**src/rtl/dcp_pkg.sv**
```systemverilog
package dcp_pkg;
  localparam logic [2:0] MODE_SINGLE = 3'b100;
  localparam logic [2:0] MODE_CONT   = 3'b101;
  localparam int unsigned IRQ_DLY    = 2;

  typedef enum logic [1:0] {
    SEL_PERIOD = 2'd0,
    SEL_PRI    = 2'd1,
    SEL_SEC    = 2'd2,
    SEL_MODE   = 2'd3
  } sel_e;

  typedef enum logic [1:0] {
    ST_WAIT = 2'd0,
    ST_RISE = 2'd1,
    ST_HIGH = 2'd2,
    ST_DONE = 2'd3
  } pst_e;
endpackage

```
**src/rtl/dcp_regs.sv**
```systemverilog
module dcp_regs import dcp_pkg::*; #(
  parameter int unsigned W = 16
) (
  input  logic         clk_i,
  input  logic         rst_ni,
  input  logic         wr_en_i,
  input  logic [1:0]   wr_sel_i,
  input  logic [W-1:0] wr_data_i,
  output logic [W-1:0] period_o,
  output logic [W-1:0] pri_o,
  output logic [W-1:0] sec_o,
  output logic [2:0]   mode_o,
  output logic         mode_chg_o
);
  logic [W-1:0] period_q, pri_q, sec_q;
  logic [2:0]   mode_q;

  assign mode_chg_o = wr_en_i && (wr_sel_i == SEL_MODE) && (wr_data_i[2:0] != mode_q);

  always_ff @(posedge clk_i or negedge rst_ni) begin
    if (!rst_ni) begin
      period_q <= '1;
      pri_q    <= '0;
      sec_q    <= '0;
      mode_q   <= '0;
    end else if (wr_en_i) begin
      unique case (sel_e'(wr_sel_i))
        SEL_PERIOD: period_q <= wr_data_i;
        SEL_PRI:    pri_q    <= wr_data_i;
        SEL_SEC:    sec_q    <= wr_data_i;
        SEL_MODE:   mode_q   <= wr_data_i[2:0];
      endcase
    end
  end

  assign period_o = period_q;
  assign pri_o    = pri_q;
  assign sec_o    = sec_q;
  assign mode_o   = mode_q;


  mode_load_chk: assert property (@(posedge clk_i) disable iff (!rst_ni)
    (wr_en_i && wr_sel_i == SEL_MODE) |=> (mode_q == $past(wr_data_i[2:0])));
endmodule

```
**src/rtl/dcp_timer.sv**
```systemverilog
module dcp_timer #(
  parameter int unsigned W = 16
) (
  input  logic         clk_i,
  input  logic         rst_ni,
  input  logic [W-1:0] period_i,
  output logic [W-1:0] cnt_o
);
  logic [W-1:0] cnt_q;

  always_ff @(posedge clk_i or negedge rst_ni) begin
    if (!rst_ni)                cnt_q <= '0;
    else if (cnt_q == period_i) cnt_q <= '0;
    else                        cnt_q <= cnt_q + 1'b1;
  end

  assign cnt_o = cnt_q;


  cnt_wrap_chk: assert property (@(posedge clk_i) disable iff (!rst_ni)
    (cnt_q == period_i) |=> (cnt_q == '0));

  cnt_step_chk: assert property (@(posedge clk_i) disable iff (!rst_ni)
    (cnt_q != period_i) |=> (cnt_q == $past(cnt_q) + 1'b1));
endmodule

```
**src/rtl/dcp_pulse_fsm.sv**
```systemverilog
module dcp_pulse_fsm import dcp_pkg::*; #(
  parameter int unsigned W = 16
) (
  input  logic         clk_i,
  input  logic         rst_ni,
  input  logic [W-1:0] cnt_i,
  input  logic [W-1:0] pri_i,
  input  logic [W-1:0] sec_i,
  input  logic [2:0]   mode_i,
  input  logic         mode_chg_i,
  output logic         pulse_o,
  output logic         fall_o
);
  pst_e state_q, state_d;
  logic active, single, hit_pri, hit_sec;

  assign single  = (mode_i == MODE_SINGLE);
  assign active  = single || (mode_i == MODE_CONT);
  assign hit_pri = (cnt_i == pri_i);
  assign hit_sec = (cnt_i == sec_i);

  always_comb begin
    state_d = state_q;
    fall_o  = 1'b0;
    if (mode_chg_i || !active) begin
      state_d = ST_WAIT;
    end else begin
      unique case (state_q)
        ST_WAIT: if (hit_pri) state_d = ST_RISE;
        ST_RISE: state_d = ST_HIGH;
        ST_HIGH: if (hit_sec) begin
          fall_o  = 1'b1;
          state_d = single ? ST_DONE : ST_WAIT;
        end
        ST_DONE: state_d = ST_DONE;
      endcase
    end
  end

  always_ff @(posedge clk_i or negedge rst_ni) begin
    if (!rst_ni) state_q <= ST_WAIT;
    else         state_q <= state_d;
  end

  assign pulse_o = (state_q == ST_HIGH);


  rise_delay_chk: assert property (@(posedge clk_i) disable iff (!rst_ni)
    (state_q == ST_WAIT && hit_pri && active && !mode_chg_i) |=> (!pulse_o && state_q == ST_RISE));

  single_hold_chk: assert property (@(posedge clk_i) disable iff (!rst_ni)
    (state_q == ST_DONE && !mode_chg_i) |=> (state_q == ST_DONE));

  idle_low_chk: assert property (@(posedge clk_i) disable iff (!rst_ni)
    (!active) |-> !pulse_o);
endmodule

```
**src/rtl/dcp_irq_dly.sv**
```systemverilog
module dcp_irq_dly import dcp_pkg::*; (
  input  logic clk_i,
  input  logic rst_ni,
  input  logic fall_i,
  output logic irq_o
);
  logic [IRQ_DLY:0] sh_q;

  always_ff @(posedge clk_i or negedge rst_ni) begin
    if (!rst_ni) sh_q[0] <= 1'b0;
    else         sh_q[0] <= fall_i;
  end

  for (genvar i = 1; i <= IRQ_DLY; i++) begin : g_stage
    always_ff @(posedge clk_i or negedge rst_ni) begin
      if (!rst_ni) sh_q[i] <= 1'b0;
      else         sh_q[i] <= sh_q[i-1];
    end
  end

  assign irq_o = sh_q[IRQ_DLY];
endmodule

```
**src/rtl/dual_cmp_pulse.sv**
```systemverilog
module dual_cmp_pulse import dcp_pkg::*; #(
  parameter int unsigned W = 16
) (
  input  logic         clk_i,
  input  logic         rst_ni,
  input  logic         wr_en_i,
  input  logic [1:0]   wr_sel_i,
  input  logic [W-1:0] wr_data_i,
  output logic         pulse_o,
  output logic         irq_o
);
  logic [W-1:0] period, pri, sec, cnt;
  logic [2:0]   mode;
  logic         mode_chg, fall;

  dcp_regs #(.W(W)) u_regs (
    .clk_i, .rst_ni, .wr_en_i, .wr_sel_i, .wr_data_i,
    .period_o(period), .pri_o(pri), .sec_o(sec), .mode_o(mode), .mode_chg_o(mode_chg)
  );

  dcp_timer #(.W(W)) u_timer (
    .clk_i, .rst_ni, .period_i(period), .cnt_o(cnt)
  );

  dcp_pulse_fsm #(.W(W)) u_fsm (
    .clk_i, .rst_ni, .cnt_i(cnt), .pri_i(pri), .sec_i(sec), .mode_i(mode),
    .mode_chg_i(mode_chg), .pulse_o(pulse_o), .fall_o(fall)
  );

  dcp_irq_dly u_irq (
    .clk_i, .rst_ni, .fall_i(fall), .irq_o(irq_o)
  );


  irq_after_fall_chk: assert property (@(posedge clk_i) disable iff (!rst_ni)
    irq_o |-> ($past(pulse_o, 3) && !$past(pulse_o, 2)));

  irq_single_cycle_chk: assert property (@(posedge clk_i) disable iff (!rst_ni)
    irq_o |=> !irq_o);

  sec_beyond_chk: assert property (@(posedge clk_i) disable iff (!rst_ni)
    (pulse_o && sec > period && $stable(sec) && !mode_chg) |=> pulse_o);
endmodule

```
**config.mk**
```make
export PLATFORM = sky130hd
export DESIGN_NAME = dual_cmp_pulse
export DESIGN_NICKNAME = d
export VERILOG_FILES = /design/src/rtl/dcp_pkg.sv /design/src/rtl/dcp_regs.sv /design/src/rtl/dcp_timer.sv /design/src/rtl/dcp_pulse_fsm.sv /design/src/rtl/dcp_irq_dly.sv /design/src/rtl/dual_cmp_pulse.sv
export SDC_FILE = /design/constraint.sdc
export NUM_CORES = 1
export LEC_CHECK = 0
export BUFFER_PORTS_ARGS = -buffer_cell sky130_fd_sc_hd__clkbuf_2
export CAP_MARGIN = 20
export CORE_MARGIN = 3
export CORE_UTILIZATION = 43
export CTS_CLUSTER_DIAMETER = 200
export CTS_CLUSTER_SIZE = 16
export DETAILED_ROUTE_END_ITERATION = 10
export PLACE_DENSITY = 0.59
export REMOVE_ABC_BUFFERS = 1
export SETUP_SLACK_MARGIN = 0.02
export SLEW_MARGIN = 20
export SYNTH_ARGS = -nofsm -noshare
export SYNTH_HDL_FRONTEND = slang
export SYNTH_SLANG_ARGS = --single-unit
```
**constraint.sdc**
```tcl
create_clock -name clk_i -period 1.76 [get_ports clk_i]
set_clock_uncertainty 0.15 [all_clocks]
set_input_delay 0.088 -clock clk_i [delete_from_list [all_inputs] [get_ports clk_i]]
set_output_delay 0.088 -clock clk_i [all_outputs]
set_load 0.05 [all_outputs]
```
==> impl_metrics.py <==
metrics = {
    "cts": {
        "tritoncts": "done",
        "cts_root_buffer": "clkbuf_8",
        "cts_sinks": 72,
        "htreeDepth": 3,
        "cts_buffer_depth": 2,
        "path_clk_slew_ps": 70,
        "cts_buffers": 9,
        "clkLatencyLatePin_ps": 340,
    },
    "critical_path": {
        "required_ps": 1840,
        "r2r_setup_slack_ps": -20,
        "cp.arrival_ps": 1860,
        "crit_start": "u_timer.cnt_o[7]$_DFF_PN0_",
        "critPathMaxFanout": 7,
        "critPathCaptureType": "register",
        "crit_type": "register to register",
        "timing.rr.start": "u_timer.cnt_o[7]$_DFF_PN0_",
        "cp-start-kind": "register",
    },
    "sta": {
        "fin_crit_sh_pct": 101.2,
        "slew_headroom_pct": 74.69,
        "layout_min_cycle_time_ps": 1782,
        "setup_viol_count_final": 16,
        "finalWorstSetupSlack_ps": -21.53,
        "max_freq_mhz": 561.3,
        "worst_hold_slack_ps": 11.57,
        "slew_violations": 0,
        "rsz0062_at_grt": "yes",
        "worst_pin_slew_ps": 379.6,
        "hold_violations": 0,
    },
    "floorplan": {
        "die_height_um": 95.44,
        "rows": 31,
        "fp.coreArea_um2": 7486,
        "design.die.area_um2": 9108,
        "die_w_um": 95.44,
        "pin_count": 23,
        "initial_core_util_pct": 45.95,
    },
    "cells_and_area": {
        "multi_input_area_um2": 1592,
        "fillers": 637,
        "seqCellArea_um2": 1829,
        "area_growth_syn_to_layout_pct": 23.79,
        "layout-drive-gt1-share_pct": 44.28,
        "final_nets": 358,
        "antenna_cells": 0,
        "stdcell_count": 440,
    },
    "yosys": {
        "yosys_warnings": 0,
        "yosysSeqAreaShare_pct": 52.96,
        "ys.flop_type": "dfrtp_1",
        "ys_ff_latch": 72,
        "synth.area.top_cells": "dfrtp_1 (41%), mux2_2 (16%), dfstp_2 (12%)",
        "synth_common_cells": "dfrtp_1 (56), mux2_2 (48), xnor2_1 (40), xor2_1 (23), nor2_1 (22)",
        "synthDistinctLibCells": 27,
        "postSynthAreaPerCell_um2": 12.24,
        "syn_area_um2": 3440,
        "synth.most_common_cell": "dfrtp_1",
        "synth_edf_count": 0,
        "synth-async-reset-ratio_pct": 100.0,
        "yosysTopAreaCellShare_pct": 40.74,
        "synth_cells": 281,
        "synth_area_leader_cell": "dfrtp_1",
    },
    "status": {
        "violations": "negative setup slack",
        "run_status": "finished, violations left",
    },
    "flow_run": {
        "maxCapViolations": 0,
    },
    "power": {
        "switching_share_pct": 28.98,
        "switchingPower_uw": 1453,
        "power_uw": 5015,
        "p_per_area_nw_per_um2": 1178,
        "total_leakage_power_uw": 0.001840,
        "p_int_uw": 3561,
        "power_frac_comb_pct": 25.9,
        "vdd_drop_max_mv": 0.5324,
        "p_clk_share_pct": 27.9,
        "pwr-share-seq_pct": 46.1,
    },
    "routing": {
        "drt_first_pass_iters": 4,
        "drc_errors": 0,
        "wl_per_cell_um": 15.21,
        "viasPerCell": 4.939,
        "num_vias": 2173,
        "drtIter0Drc": 74,
        "antenna_left": 0,
        "wl_um": 6694,
    },
    "grt": {
        "grt_max_degree": 73,
        "grt_pass1_vias": 2250,
        "gr-total-overflow": 0,
        "grt_usage_pct": 16.78,
        "antenna_found_initial": 0,
        "grt_first_pass_wirelength_um": 11330,
    },
    "placement": {
        "dpl.hpwl_um": 4705,
        "routabilityCongestion": 0.8167,
        "port_buffers": 22,
        "placedCellCount": 404,
    },
    "hold_path": {
        "hold_start": "wr_sel_i[1]",
        "hold_path_class": "input port to register",
    },
}
==> cells in the final DEF (no fill, tap or decap), types with 10 or more instances in the layout <==
cell type       n
dlygate4sd3_1  17
dfrtp_1        50
clkbuf_8       13
clkbuf_2       21
mux2_2         48
dfstp_2        16
xor2_1         23
nor2_1         14
buf_4          19
xnor2_1        35
nand4_1        10
==> power groups by stage <==
stage / Sequential, µW / Clock (µW) / Combinational (µW)
final: 2310 / 1400 / 1300
after CTS: 2310 / 1430 / 1260
after global routing: 2350 / 1500 / 1440
after floorplan: 2300 / 0 / 758
after global placement: 2330 / 0 / 1160
after detailed placement: 2340 / 0 / 1160
==> cell type report <==
class                   instances  area share, %
clock buffers                  14          4.290
flip-flops and latches         72          42.96
multi-input cells             188          37.38
clock inverters                 2         0.8228
inverters                       2         0.1763
well taps                      99          2.909
repair buffers                 63          11.46
==> cell families (layout without fill, tap and decap cells) <==
kind of cell,after synthesis,in the layout,synth area share (%)
muxes,48,48,15.71
xor gates and xnor gates,63,63,16.04
and+or+nand+nor,69,69,10.62
buffers and inverters,21,81,3.056
DFF,72,72,52.96
AOI/OAI and AO/OA,7,7,1.237
adders and majority gates,1,1,0.3637
==> sequential cells by signal (all words and copies together) (netlist names) <==
| register | cells |
|---|---|
| u_regs.period_o | 16 |
| u_regs.pri_o | 16 |
| u_regs.sec_o | 16 |
| u_timer.cnt_o | 16 |
| u_regs.mode_o | 3 |
| u_fsm.state_q | 2 |
| u_irq.sh_q | 2 |
| u_irq.irq_o | 1 |
==> through the flow <==
| step | cell area (µm²) | worst slack (ps) | setup TNS (ps) | utilization [%] |
|---|---|---|---|---|
| after global routing | 4258 | -112.4 | -1760 | 56.88 |
| after detailed placement | 3746 | -92.02 | -133.1 | 50.04 |
| final | 4258 | -21.53 | -194.5 | 56.88 |
| after floorplan | 3342 | 0.7451 | 0 | - |
| after CTS | 4182 | 11.02 | 0 | 55.86 |
| after global placement | 3746 | -82.86 | -104.4 | 50.04 |
==> worst paths after layout <==
| path | depth (start not counted) | end |
|---|---|---|
| min in group asynchronous | 3 | u_regs.sec_o[3]$_DFFE_PN0P_ |
| max | 6 | u_timer.cnt_o[15]$_DFF_PN0_ |
| max reg2reg | 6 | u_timer.cnt_o[15]$_DFF_PN0_ |
| min | 3 | u_regs.mode_o[1]$_DFFE_PN0P_ |
| max in group asynchronous | 3 | u_regs.period_o[13]$_DFFE_PN1P_ |
| min reg2reg | 0 | u_irq.sh_q[1]$_DFF_PN0_ |
==> layer usage <==
layer	track usage [%]	routed length [µm]	vias up
li1	-	-	1066
met3	3.078	194	9
met4	6.754	103	0
met2	25.83	3154	24
met5	0	0	-
met1	23.49	3241	1074
==> critical path, cell delays in order (launching register included) <==
cell and delay (ps):
dfrtp_1 380, buf_4 160, xnor2_2 150, nand4_1 190, nor4_4 400, buf_6 180, nor2_2 50
==> what timing repair did <==
action,in CTS,in global routing
hold buffers,17,0
buffers inserted,2,1
gates resized for setup,9,18
setup endpoints to repair,15,19
pin swaps,5,10
hold endpoints to repair,123,0
(Power assumes the default switching activity.)
